==> src/rtl/pwg_pkg.sv <==
package pwg_pkg;
    // Debounced edge events handed from the input conditioner to the timer core.
    typedef struct packed {
        logic rise;
        logic fall;
    } edge_ev_t;

    localparam int SYNC_STAGES = 2;
endpackage

==> src/rtl/pwg_debounce.sv <==
module pwg_debounce
    import pwg_pkg::*;
#(
    parameter int DEB_CYC = 4
) (
    input  logic     clk,
    input  logic     rst_n,
    input  logic     trig_in,
    input  logic     active_low,
    output edge_ev_t ev
);
    localparam int DW = (DEB_CYC < 2) ? 1 : $clog2(DEB_CYC + 1);

    typedef struct packed {
        logic [SYNC_STAGES-1:0] sync;
        logic                   level;
        logic [DW-1:0]          cnt;
        edge_ev_t               ev;
    } deb_st_t;

    deb_st_t s_d, s_q;

    always_comb begin
        s_d      = s_q;
        // polarity applied before the synchronizer so a polarity change
        // together with an idle-level change never looks like an edge
        s_d.sync = {s_q.sync[SYNC_STAGES-2:0], trig_in ^ active_low};
        s_d.ev   = '0;
        if (s_q.sync[SYNC_STAGES-1] != s_q.level) begin
            if (s_q.cnt == DW'(DEB_CYC - 1)) begin
                s_d.level   = s_q.sync[SYNC_STAGES-1];
                s_d.cnt     = '0;
                s_d.ev.rise = s_q.sync[SYNC_STAGES-1];
                s_d.ev.fall = !s_q.sync[SYNC_STAGES-1];
            end else begin
                s_d.cnt = s_q.cnt + 1'b1;
            end
        end else begin
            s_d.cnt = '0;
        end
    end

    always_ff @(posedge clk or negedge rst_n) begin
        if (!rst_n) s_q <= '0;
        else        s_q <= s_d;
    end

    assign ev = s_q.ev;
endmodule

==> src/rtl/pwg_window.sv <==
module pwg_window
    import pwg_pkg::*;
#(
    parameter int BLANK_CYC  = 16,
    parameter int SAMPLE_CYC = 8,
    parameter int MIN_PERIOD = 200
) (
    input  logic     clk,
    input  logic     rst_n,
    input  edge_ev_t ev,
    input  logic     shutter_ok,
    input  logic     permit,
    output logic     laser_en,
    output logic     blank,
    output logic     apc_hold,
    output logic     sample_stb,
    output logic     short_flag,
    output logic     rate_flag
);
    localparam int WIN_END = BLANK_CYC + SAMPLE_CYC;
    localparam int CW      = $clog2(WIN_END + 1);
    localparam int PW      = (MIN_PERIOD < 2) ? 1 : $clog2(MIN_PERIOD + 1);

    typedef struct packed {
        logic          active;
        logic          seen;
        logic [CW-1:0] wcnt;
        logic [CW-1:0] tcnt;
        logic [PW-1:0] pcnt;
        logic          las_en;
        logic          short_f;
        logic          rate_f;
    } win_st_t;

    win_st_t s_d, s_q;
    logic    period_ok;
    logic    in_window;

    assign period_ok = !s_q.seen || (s_q.pcnt == PW'(MIN_PERIOD - 1));

    always_comb begin
        s_d         = s_q;
        s_d.short_f = 1'b0;
        s_d.rate_f  = 1'b0;
        if (s_q.pcnt != PW'(MIN_PERIOD - 1)) s_d.pcnt = s_q.pcnt + 1'b1;
        if (s_q.active && (s_q.wcnt != CW'(WIN_END))) s_d.wcnt = s_q.wcnt + 1'b1;
        if (s_q.tcnt != '0) s_d.tcnt = s_q.tcnt - 1'b1;

        if (ev.rise) begin
            if (period_ok) begin
                s_d.active = 1'b1;
                s_d.seen   = 1'b1;
                s_d.wcnt   = '0;
                s_d.tcnt   = '0;
                s_d.pcnt   = '0;
            end else begin
                s_d.rate_f = 1'b1;
            end
        end
        if (ev.fall && s_q.active) begin
            s_d.active  = 1'b0;
            s_d.tcnt    = CW'(BLANK_CYC);
            s_d.short_f = (s_q.wcnt < CW'(WIN_END - 1));
        end
        s_d.las_en = s_d.active && shutter_ok && permit;
    end

    always_ff @(posedge clk or negedge rst_n) begin
        if (!rst_n) s_q <= '0;
        else        s_q <= s_d;
    end

    assign in_window  = s_q.active && (s_q.wcnt >= CW'(BLANK_CYC)) && (s_q.wcnt < CW'(WIN_END));
    assign laser_en   = s_q.las_en;
    assign blank      = (s_q.active && (s_q.wcnt < CW'(BLANK_CYC))) || (s_q.tcnt != '0);
    assign apc_hold   = !in_window;
    assign sample_stb = s_q.active && (s_q.wcnt == CW'(WIN_END - 1));
    assign short_flag = s_q.short_f;
    assign rate_flag  = s_q.rate_f;
endmodule

==> src/rtl/pulse_window_gen.sv <==
module pulse_window_gen
    import pwg_pkg::*;
#(
    parameter int DEB_CYC    = 4,
    parameter int BLANK_CYC  = 16,
    parameter int SAMPLE_CYC = 8,
    parameter int MIN_PERIOD = 200
) (
    input  logic clk,
    input  logic rst_n,
    input  logic trig_in,
    input  logic trig_active_low,
    input  logic shutter_ok,
    input  logic permit,
    output logic laser_en,
    output logic blank,
    output logic apc_hold,
    output logic sample_stb,
    output logic short_flag,
    output logic rate_flag
);
    edge_ev_t ev;

    pwg_debounce #(.DEB_CYC(DEB_CYC)) u_deb (
        .clk        (clk),
        .rst_n      (rst_n),
        .trig_in    (trig_in),
        .active_low (trig_active_low),
        .ev         (ev)
    );

    pwg_window #(
        .BLANK_CYC  (BLANK_CYC),
        .SAMPLE_CYC (SAMPLE_CYC),
        .MIN_PERIOD (MIN_PERIOD)
    ) u_win (
        .clk        (clk),
        .rst_n      (rst_n),
        .ev         (ev),
        .shutter_ok (shutter_ok),
        .permit     (permit),
        .laser_en   (laser_en),
        .blank      (blank),
        .apc_hold   (apc_hold),
        .sample_stb (sample_stb),
        .short_flag (short_flag),
        .rate_flag  (rate_flag)
    );
endmodule

==> config.mk <==
export PLATFORM = sky130hd
export DESIGN_NAME = pulse_window_gen
export DESIGN_NICKNAME = d
export VERILOG_FILES = /design/src/rtl/pwg_pkg.sv /design/src/rtl/pwg_debounce.sv /design/src/rtl/pwg_window.sv /design/src/rtl/pulse_window_gen.sv
export SDC_FILE = /design/constraint.sdc
export NUM_CORES = 1
export LEC_CHECK = 0
export ABC_CLOCK_PERIOD_IN_PS = 3000
export CAP_MARGIN = 15
export CORE_ASPECT_RATIO = 1.2
export CORE_UTILIZATION = 33
export DETAILED_ROUTE_END_ITERATION = 16
export PLACE_DENSITY = 0.57
export SLEW_MARGIN = 20
export SYNTH_ARGS = -nofsm -noshare
export SYNTH_HDL_FRONTEND = slang
export SYNTH_SLANG_ARGS = --single-unit
==> constraint.sdc <==
create_clock -name clk -period 3 [get_ports clk]
set_input_delay 0.6 -clock clk [delete_from_list [all_inputs] [get_ports clk]]
set_output_delay 0.6 -clock clk [all_outputs]
set_load 0.01 [all_outputs]
-- Word-level counts from Yosys, hierarchy flattened
Index checks and enable logic that the tools add are counted.
Widths: inputs -> output; s select.
- add/subtract/negate cells: 4
- eq/ne operators: 6
- shift-type cells: 0
- magnitude comparators: 4
- div/mod/pow operators: 0
- reductions and logical operators: 16
- $mul: 0
- mux-type cells: 14
- bitwise operators: 1
- operator list (cell ; count):
    $mux 20 ; 2
    $lt 5x5->1 const B ; 3
    $mux 5 ; 3
    $add 8x1->8 const B ; 1
    $eq 8x8->1 const B ; 1
    $logic_and 1x1->1 ; 8
    $mux 8 ; 1
    $ne 8x8->1 const B ; 1
    $mux 3 ; 2
    $add 5x1->5 const B ; 1
    $eq 5x5->1 const B ; 1
    $ge 5x5->1 const B ; 1
    $ne 5x5->1 const B ; 1
    $reduce_bool 5->1 ; 1
    $sub 5x1->5 const B ; 1
    $mux 1 ; 4
    $mux 2 ; 2
    $reduce_and 2->1 ; 2
    $add 3x1->3 const B ; 1
    $eq 3x2->1 const B ; 1
    $logic_not 1->1 ; 3
    $logic_or 1x1->1 ; 2
    $ne 1x1->1 ; 1
    $xor 1x1->1 ; 1
- latch bits: 0
- memories kept: 0
- logic and storage cells: 58
- bits in writable memories: 0
- flip-flop bits (word level): 31
- memory bits (read-only): 0

-- Longest topological paths before layout
Gate-level depths: netlist of the first run.
- depth in word-level cells: 8
- mapped depth: 6
- depth with buffers taken out: 5

-- By module
A second synthesis of the first run with hierarchy kept.
- cells, all modules: 136
- area total of the unflattened synthesis: 1517.7 µm²
- by module, submodules not included (module ; area each (µm²) ; sequential area each (µm²) ; cells each ; times used):
    pwg_window ; 1208.7 ; 575.6 ; 116 ; 1
    pwg_debounce ; 309.0 ; 200.2 ; 20 ; 1

-- Least setup slack after synthesis of the first run
No wires, ideal clock.
- path kind: register to output
- from: register u_win.s_q[11] in the netlist's numbering
- to: output port blank
- cell stages (with the launch flop): 6
- arrival time: 1.378 ns
- buffers on the path: 1
- required time: 2.400 ns
- path slack: 1.022 ns
- cell sequence: dfrtp_1 > inv_1 > ha_1 > or4b_1 > buf_2 > a21o_1
- longest elaborated chain between the ends: 2
- ends and longest elaborated chain (what ; line ; RTL):
    start, declared ; pwg_window.sv:35 ; win_st_t s_d, s_q;
    start signal, assigned ; pwg_window.sv:69 ; if (!rst_n) s_q <= '0;
    start signal, assigned ; pwg_window.sv:70 ; else s_q <= s_d;
    $reduce_bool 5->1 ; pwg_window.sv:75 ; assign blank = (s_q.active && (s_q.wcnt < CW'(BLANK_CYC))) || (s_q.tcnt != '0);
    $logic_or 1x1->1 ; pwg_window.sv:75 ;
    end, declared ; pulse_window_gen.sv:16 ; output logic blank,
Every way passes these cells.

-- Worst setup path after layout of the first run
Ends and elaborated chain as after synthesis.

==> results of run 1 <==
through the flow:
stage,hold slack [ns],instance area (um2),power [mW]
6_report,0.357,1760,1.64
5_1_grt,0.361,1760,1.76
4_1_cts,0.358,1760,1.66
3_5_place_dp,0.343,1680,1.32
3_3_place_gp,0.332,1680,1.28
2_1_floorplan,0.304,1500,1.17
path summary, 6_finish.rpt:
kind,from,end,slack [ns]
hold reg to reg,u_deb.s_d[7],u_deb.s_q[7],0.36
max in group asynchronous,rst_n,u_win.s_q[11],2.00
hold / removal,u_deb.s_d[7],u_deb.s_q[7],0.36
min in group asynchronous,rst_n,u_win.s_q[6],0.71
setup / recovery,u_win.s_q[11],blank,0.20
setup reg to reg,u_win.s_q[3],u_win.s_q[8],0.92
flip-flops by register name, summed over array words and instances (netlist names):
register and cells:
u_win.s_q 20, u_win.rate_flag 1, u_win.laser_en 1, u_deb.s_d 1, u_win.short_flag 1, u_deb.ev 2, u_deb.s_q 5
power breakdown:
group	switching (mW)	internal (mW)	total, mW
Combinational	0.261	0.300	0.561
Clock	0.147	0.180	0.327
Sequential	0.175	0.574	0.748
Total	0.582	1.05	1.64
logic make-up after synthesis:
family,share of synthesized area (%)
AOI/OAI and AO/OA,12.9
xor gates and xnor gates,5.86
adders and majority gates,4.18
buffers and inverters,3.77
DFF,51.9
muxes,0.753
and+or+nand+nor,20.7
worst max-delay path, stage by stage (launching register included):
cell             delay [ns]
dfrtp_1                0.40
inv_1                  0.07
ha_1                   0.19
or4b_1                 0.59
a21o_1                 0.21
clkdlybuf4s50_1        0.47
final cells by class:
cell class,count,area [um2],share of cell area (%)
sequential,31,776,44.0
multi-input combinational,91,663,37.6
timing repair buffer,15,140,7.95
clock buffer,6,82.6,4.68
tap,56,70.1,3.97
inverter,7,26.3,1.49
clock inverter,1,5.00,0.284
metal layers:
layer / vias to the layer above / track usage [%] / share of wire, %
li1: 507 / - / -
met1: 509 / 12.6 / 44
met2: 12 / 21.2 / 51
met3: 6 / 4.64 / 3.5
met4: 0 / 7.58 / 2.3
met5: - / 0 / 0
cells in the final DEF (no fill, tap or decap), drive strengths merged:
cell type      Yosys  routed
a2111oi            1       1
a211oi             1       1
a21o               1       1
a21oi              7       7
a311oi             1       1
a31o               1       1
a31oi              1       1
and3               1       1
and3b              1       1
and4b              2       2
buf                3       4
clkbuf             2       6
clkdlybuf4s50      0      11
clkinv             0       1
dfrtp             31      31
ha                 5       5
inv                7       7
mux2               1       1
nand2              7       7
nand2b             3       3
nand3              6       6
nand4              3       3
nand4b             2       2
nor2               6       6
nor3               6       6
nor3b              6       6
o2111a             1       1
o21a               1       1
o21ai              9       9
o41ai              1       1
or2                1       1
or3                4       4
or3b               1       1
or4b               1       1
xnor2              6       6
xor2               4       4
==> metrics.md, run 1 <==
| Metric | Value |
|---|---|
| Status | `finished clean` |
| ANT cells | `0` |
| Endpoint class of the critical path | `output pin` |
| Initial DRC Count | `39` |
| Root Buffer | `clkbuf_8` |
| Leakage | `0.781 nW` |
| Most frequent cell after synthesis | `dfrtp_1` |
| Dominant cells by area after synthesis | `dfrtp_1 52%, ha_1 4.2%, xnor2_1 3.5%` |
| Detailed Place HPWL | `1.92 mm` |
| Max-cap violations | `0` |
| Gr usage total | `12.2%` |
| Hold path cells | `0` |
| Pwr dens | `928 nW/um2` |
| Critical Path Fanout Max | `5` |
| Mapped Nets | `145` |
| Nets | `162` |
| Layout Utilization | `41.1%` |
| Final Hold Viols | `0` |
| Vias in the first global route | `1,017` |
| # setup viols final | `0` |
| Share of the synthesized area in the top cell type | `51.9%` |
| Clock Latency Late Sink | `0.28 ns` |
| Hold bufs inserted after CTS | `0` |
| DR vias | `1,034` |
| Largest area contributor in the netlist | `dfrtp_1` |
| Max Root-Sink Buffers | `2` |
| Num CTS Buffers | `5` |
| Top_reg_cell synth | `dfrtp_1` |
| Layout cells sized above 1 | `11.9%` |
| Syn avg cell area | `11.2 um2` |
| Fmax | `0.357 GHz` |
| Yosys cell types | `37` |
| Vias/cell | `5.00` |
| Core Area | `4290 um2` |
| Number of placed cells counting well taps | `200` |
| Seq/Total Area, Yosys | `51.9%` |
| Number of flops mapped to enable cells by yosys | `0` |
| Synth cell count leaders | `31 x dfrtp_1, 9 x o21ai_0, 7 x a21oi_1, 7 x inv_1, 7 x nand2_1` |
| Yosys reg bits | `31` |
| Site Rows | `26` |
| Initial core utilization | `34.8%` |
| Top-Level Pins | `12` |
| Async SR Flop Fraction | `100%` |
| First-pass GRT wire length | `4.34 mm` |
| # H-tree levels | `2` |
| Clock skew | `0.00520 ns` |
| Die area | `4810 um2` |
| Final WS setup | `0.198 ns` |
| Max Slew Vio Count | `0` |
| Startpoint type of the worst setup path | `flop` |
| Routed WL | `2.63 mm` |
| Slew HR | `48.1%` |
| CTS sink count | `31` |
| Final GP Congestion | `0.788` |
| Worst Path Required | `2.40 ns` |
| Synth Cell Area | `1500 um2` |
| Routed len/inst | `12.7 um` |
| Max VDD drop | `309 uV` |
| Antenna violations before repair | `0` |
| # fillers | `435` |
| RSZ-0062 raised after global routing | `false` |
| Largest net degree at the start of global routing | `32` |
| Post-CTS setup buffer count | `0` |
| GRT overflow | `0` |
| R2R depth | `5` |
| Kind of critical path | `flop to output pin` |
| Die height | `75.7 um` |
| HP Class | `flop to flop` |
| Area grow syn2layout | `17.9%` |
| DRC Markers | `0` |
| CTS resizes | `0` |
| ANT nets after route | `0` |
| Post-Route Setup TNS | `0 ns` |
| Slew @ Worst Pin | `0.776 ns` |
| Dpl ws | `0.493 ns` |
| Crit path DAT | `2.20 ns` |
| Final cycle utilization of the critical path | `93.4%` |
| YS warnings | `0` |
| Fin cells | `207` |
| Clock slew seen by the registers of the worst setup and hold paths | `0.06 ns` |
| Router iterations before antenna repair | `3` |
| Die Wd | `63.4 um` |
| Port bufs | `11` |
| Final min period | `2.80 ns` |
| CTS tree | `done` |
| Post-Synthesis Cells | `134` |
Note: power is estimated with default switching activity, not from simulation.
==> run 2: changes to the inputs <==
--- a/config.mk
+++ b/config.mk
@@ -8,6 +8,7 @@
 export ABC_CLOCK_PERIOD_IN_PS = 3000
 export CAP_MARGIN = 15
 export CORE_ASPECT_RATIO = 1.2
+export CORE_MARGIN = 8
 export CORE_UTILIZATION = 33
 export DETAILED_ROUTE_END_ITERATION = 16
 export PLACE_DENSITY = 0.57
==> run 2 against run 1 <==
Combinational power is 1% higher. Sequential cell count stayed put. Critical path type unchanged. Register-to-register slack better by 0.09 ns. Sequential power hardly changed. Power is 0.51% higher. First-iteration DRC count is 97% higher. Worst hold slack better by 0.012 ns. Die area is 45% higher.
==> metrics.md, run 2 (same netlist as run 1, synthesis figures left out) <==
| Metric | Value |
|---|---|
| DRC Markers | `0` |
| Clock slew seen by the registers of the worst setup and hold paths | `0.06 ns` |
| Initial DRC Count | `77` |
| Commonest non-fill, non-tap cells in the layout | `31 x dfrtp_1, 11 x clkdlybuf4s50_1, 9 x o21ai_0` |
| Vias in the first global route | `1,061` |
| Post-CTS setup buffer count | `0` |
| Num CTS Buffers | `5` |
| Crit path max-delay family | `simple AND/OR/NAND/NOR gates` |
| Largest net degree at the start of global routing | `32` |
| Flop-to-flop setup slack | `1.01 ns` |
| Kind of critical path | `flop to output pin` |
| Leakage | `0.781 nW` |
| Clock Latency Late Sink | `0.28 ns` |
| Antenna violations before repair | `0` |
| Slew @ Worst Pin | `0.609 ns` |
| Max Slew Vio Count | `0` |
| Startpoint type of the worst setup path | `flop` |
| DR vias | `1,042` |
| CTS tree | `done` |
| Area grow syn2layout | `18.1%` |
| Initial core utilization | `33.5%` |
| RSZ-0062 raised after global routing | `false` |
| Largest Register | `u_win.s_q` |
| # fillers | `444` |
| Detailed Place HPWL | `2.02 mm` |
| Worst Path Required | `2.40 ns` |
| Hold bufs inserted after CTS | `0` |
| Top-Level Pins | `12` |
| ANT nets after route | `0` |
| Final Hold Slack | `0.369 ns` |
| Critical Path Fanout Max | `5` |
| Die height | `89.7 um` |
| CP max stage cell | `or4b_1` |
| Die Wd | `77.4 um` |
| Die area | `6950 um2` |
| Slew HR | `59.3%` |
| Routed len/inst | `13.3 um` |
| GRT overflow | `0` |
| Final cycle utilization of the critical path | `94.1%` |
| Nets | `162` |
| # H-tree levels | `2` |
| Fmax | `0.354 GHz` |
| CTS resizes | `0` |
| Root Buffer | `clkbuf_8` |
| Vias/cell | `4.99` |
| CP Cell Sequence | `inv_1, ha_1, or4b_1, a21o_1, clkdlybuf4s50_1` |
| # setup viols final | `0` |
| Crit path buffers/inverters | `2` |
| Biggest cell delay along the critical path | `0.60 ns` |
| HP Class | `flop to flop` |
| CTS sink count | `31` |
| First-pass GRT wire length | `4.80 mm` |
| Max VDD drop | `266 uV` |
| Router iterations before antenna repair | `4` |
| Largest register FFs | `20` |
| Crit path DAT | `2.22 ns` |
| Final GP Congestion | `0.795` |
| Site Rows | `27` |
| Gr usage total | `8.63%` |
| Core Area | `4460 um2` |
| Final Hold Viols | `0` |
| Post-Route Setup TNS | `0 ns` |
| Number of placed cells counting well taps | `202` |
| Layout cells sized above 1 | `11.9%` |
| Dpl ws | `0.472 ns` |
| Most common cell after layout, fill and taps aside | `dfrtp_1` |
| Fin cells | `209` |
| Status | `finished clean` |
| Endpoint class of the critical path | `output pin` |
| Total power | `1.64 mW` |
| Clock skew | `0.00510 ns` |
| Final WS setup | `0.178 ns` |
| Pwr dens | `931 nW/um2` |
| ANT cells | `0` |
| Max-cap violations | `0` |
| Routed WL | `2.78 mm` |
| Max Root-Sink Buffers | `2` |
| Final min period | `2.82 ns` |
| Port bufs | `11` |
-- run 2: cell counts in the layout (fill, tap and decap cells not counted) --
Identical to the previous run, type by type.
-- run 2: area by class of cell --
cell class	instances	area, um2	area share (%)
clock buffers	6	82.6	4.68
clock inverters	1	5.00	0.283
inverters	7	26.3	1.49
multi-input cells	91	663	37.6
flip-flops and latches	31	776	43.9
well taps	58	72.6	4.11
repair buffers	15	140	7.94
-- run 2: power by group --
group,leakage (nW),switching (mW),internal (mW)
combinational,0.345,0.268,0.301
clock,0.0470,0.147,0.180
sequential,0.389,0.175,0.574
total,0.781,0.590,1.05
-- run 2: worst paths after layout --
kind                          startpoint              end  depth (start not counted)
setup / recovery           u_win.s_q[11]            blank                          5
hold / removal              u_deb.s_d[7]     u_deb.s_q[7]                          0
setup reg to reg            u_win.s_q[3]   u_win.laser_en                          5
hold reg to reg             u_deb.s_d[7]     u_deb.s_q[7]                          0
max in group asynchronous          rst_n    u_win.s_q[11]                          2
min in group asynchronous          rst_n  u_win.rate_flag                          2
-- run 2: per-layer routing --
| metal | vias to the layer above | global-route usage, % | wire [um] |
|---|---|---|---|
| met5 | - | 0 | 0 |
| met1 | 509 | 9.00 | 1180 |
| met3 | 6 | 3.59 | 114 |
| li1 | 511 | - | - |
| met2 | 16 | 14.4 | 1430 |
| met4 | 0 | 4.57 | 56 |
-- run 2: through the flow --
stage	util (%)	cell area, um2
2_1_floorplan	-	1500
6_report	39.6	1770
4_1_cts	39.6	1770
5_1_grt	39.6	1770
3_3_place_gp	37.6	1680
3_5_place_dp	37.6	1680
==> run 3: changes to the inputs <==
--- a/config.mk
+++ b/config.mk
@@ -5,13 +5,11 @@
 export SDC_FILE = /design/constraint.sdc
 export NUM_CORES = 1
 export LEC_CHECK = 0
-export ABC_CLOCK_PERIOD_IN_PS = 3000
 export CAP_MARGIN = 15
 export CORE_ASPECT_RATIO = 1.2
 export CORE_MARGIN = 8
 export CORE_UTILIZATION = 33
 export DETAILED_ROUTE_END_ITERATION = 16
-export PLACE_DENSITY = 0.57
 export SLEW_MARGIN = 20
 export SYNTH_ARGS = -nofsm -noshare
 export SYNTH_HDL_FRONTEND = slang
==> constraint.sdc (replaced) <==
create_clock -name clk -period 3.4 [get_ports clk]
set_input_delay 0.68 -clock clk [delete_from_list [all_inputs] [get_ports clk]]
set_output_delay 0.68 -clock clk [all_outputs]
set_load 0.01 [all_outputs]
==> run 3 against run 2 <==
Cell count fell by 0.48%. Global-route usage is 0.18 points higher. Die area unchanged. Register-to-register slack gained 0.26 ns. Sequential share of layout area down 0.37 points. First-iteration DRC count fell by 48%. Critical path depth unchanged. Sequential cell count stayed put. Via count down 3.7%. Non-clock buffer count shrank 2. Core utilization is 0.34 points higher. Clock power is 14% higher. Largest cell class unchanged. Largest power group unchanged.
==> metrics.md, run 3 (same netlist as run 1, synthesis figures left out) <==
| Metric | Value |
|---|---|
| Status | `finished clean` |
| Router iterations before antenna repair | `3` |
| # fillers | `447` |
| Port bufs | `11` |
| First-pass GRT wire length | `4.96 mm` |
| DRC Markers | `0` |
| Fmax | `0.343 GHz` |
| Site Rows | `27` |
| DR vias | `1,003` |
| ANT cells | `0` |
| CTS tree | `done` |
| Max VDD drop | `283 uV` |
| Commonest non-fill, non-tap cells in the layout | `31 x dfrtp_1, 11 x clkdlybuf4s50_1, 9 x o21ai_0` |
| Die height | `89.7 um` |
| Largest register FFs | `20` |
| Pwr dens | `855 nW/um2` |
| Die Wd | `77.4 um` |
| # H-tree levels | `2` |
| Largest Register | `u_win.s_q` |
| # setup viols final | `0` |
| Final GP Congestion | `0.797` |
| Crit path DAT | `2.23 ns` |
| Clock Latency Late Sink | `0.29 ns` |
| Initial core utilization | `33.5%` |
| Clock skew | `0.00612 ns` |
| GRT overflow | `0` |
| Logic pwr share | `31.1%` |
| Final min period | `2.91 ns` |
| Final Hold Viols | `0` |
| Die area | `6950 um2` |
| Post-Route Setup TNS | `0 ns` |
| Startpoint type of the worst setup path | `flop` |
| Clock slew seen by the registers of the worst setup and hold paths | `0.07 ns` |
| Worst Path Required | `2.72 ns` |
| HP Class | `flop to flop` |
| Hold bufs inserted after CTS | `0` |
| Vias in the first global route | `1,079` |
| Sw Pwr | `0.522 mW` |
| Slew HR | `44.2%` |
| Most common cell after layout, fill and taps aside | `dfrtp_1` |
| Final WS setup | `0.487 ns` |
| Max-cap violations | `0` |
| Routed len/inst | `12.9 um` |
| Max Root-Sink Buffers | `2` |
| Part of the power in the clock network | `24.5%` |
| Slew @ Worst Pin | `0.835 ns` |
| Largest net degree at the start of global routing | `32` |
| Final cycle utilization of the critical path | `85.7%` |
| Leakage | `0.785 nW` |
| Area grow syn2layout | `19.1%` |
| Detailed Place HPWL | `1.91 mm` |
| Num CTS Buffers | `5` |
| Root Buffer | `clkbuf_8` |
| Part of the power in registers | `44.3%` |
| Endpoint class of the critical path | `output pin` |
| Vias/cell | `4.82` |
| Layout cells sized above 1 | `11.3%` |
| Int Pwr | `1.00 mW` |
| Routed WL | `2.68 mm` |
| Antenna violations before repair | `0` |
| CTS sink count | `31` |
| Flop-to-flop setup slack | `1.27 ns` |
| CTS resizes | `0` |
| Switch share | `34.3%` |
| Critical Path Fanout Max | `5` |
| Max Slew Vio Count | `0` |
| RSZ-0062 raised after global routing | `false` |
| ANT nets after route | `0` |
| Dpl ws | `0.793 ns` |
| Nets | `160` |
| Initial DRC Count | `40` |
| Top-Level Pins | `12` |
| Core Area | `4460 um2` |
| Gr usage total | `8.80%` |
| Kind of critical path | `flop to output pin` |
| Post-CTS setup buffer count | `0` |
## run 3: path summary, 6_finish.rpt
kind	startpoint	end	depth (start not counted)
worst min register to register	u_deb.s_d[7]	u_deb.s_q[7]	0
min in group asynchronous	rst_n	u_win.s_q[4]	2
worst max-delay path	u_win.s_q[11]	blank	5
worst max register to register	u_win.s_q[3]	u_win.s_q[6]	5
max in group asynchronous	rst_n	u_win.s_q[13]	2
worst min-delay path	u_deb.s_d[7]	u_deb.s_q[7]	0
## run 3: per-stage QoR
step / power (mW) / hold slack, ns / utilization [%] / instance area [um2] / instances
4_1_cts: 1.54 / 0.367 / 39.9 / 1780 / 208
5_1_grt: 1.65 / 0.368 / 39.9 / 1780 / 208
2_1_floorplan: 1.03 / 0.331 / - / 1500 / 134
6_report: 1.52 / 0.360 / 39.9 / 1780 / 208
3_3_place_gp: 1.12 / 0.341 / 37.3 / 1660 / 200
3_5_place_dp: 1.16 / 0.348 / 37.3 / 1660 / 200
## run 3: area by class of cell
cell class                 count  area [um2]  share of cell area [%]
clock inverter                 2        35.0                    1.97
sequential                    31         776                    43.6
multi-input combinational     91         663                    37.2
inverter                       7        26.3                    1.48
tap                           58        72.6                    4.08
timing repair buffer          13         125                    7.03
clock buffer                   6        82.6                    4.64
## run 3: power by group through the flow
stage,registers [mW],clock network (mW),logic (mW)
after global routing,0.704,0.405,0.540
after CTS,0.675,0.386,0.483
after floorplan,0.617,0,0.414
final,0.675,0.374,0.474
after detailed placement,0.680,0,0.478
after global placement,0.671,0,0.454
## run 3: critical path, stage by stage (launching register included)
cell and delay [ns]:
dfrtp_1 0.40, inv_1 0.08, ha_1 0.20, or4b_1 0.59, a21o_1 0.21, clkdlybuf4s50_1 0.47
## run 3: metal layers
metal  share of wire (%)  vias to the layer above  track usage (%)
met2                  49                       11             13.9
met3                 3.7                        5             3.49
met5                   0                        -                0
met1                  45                      478             10.1
li1                    -                      509                -
met4                 1.9                        0             4.26
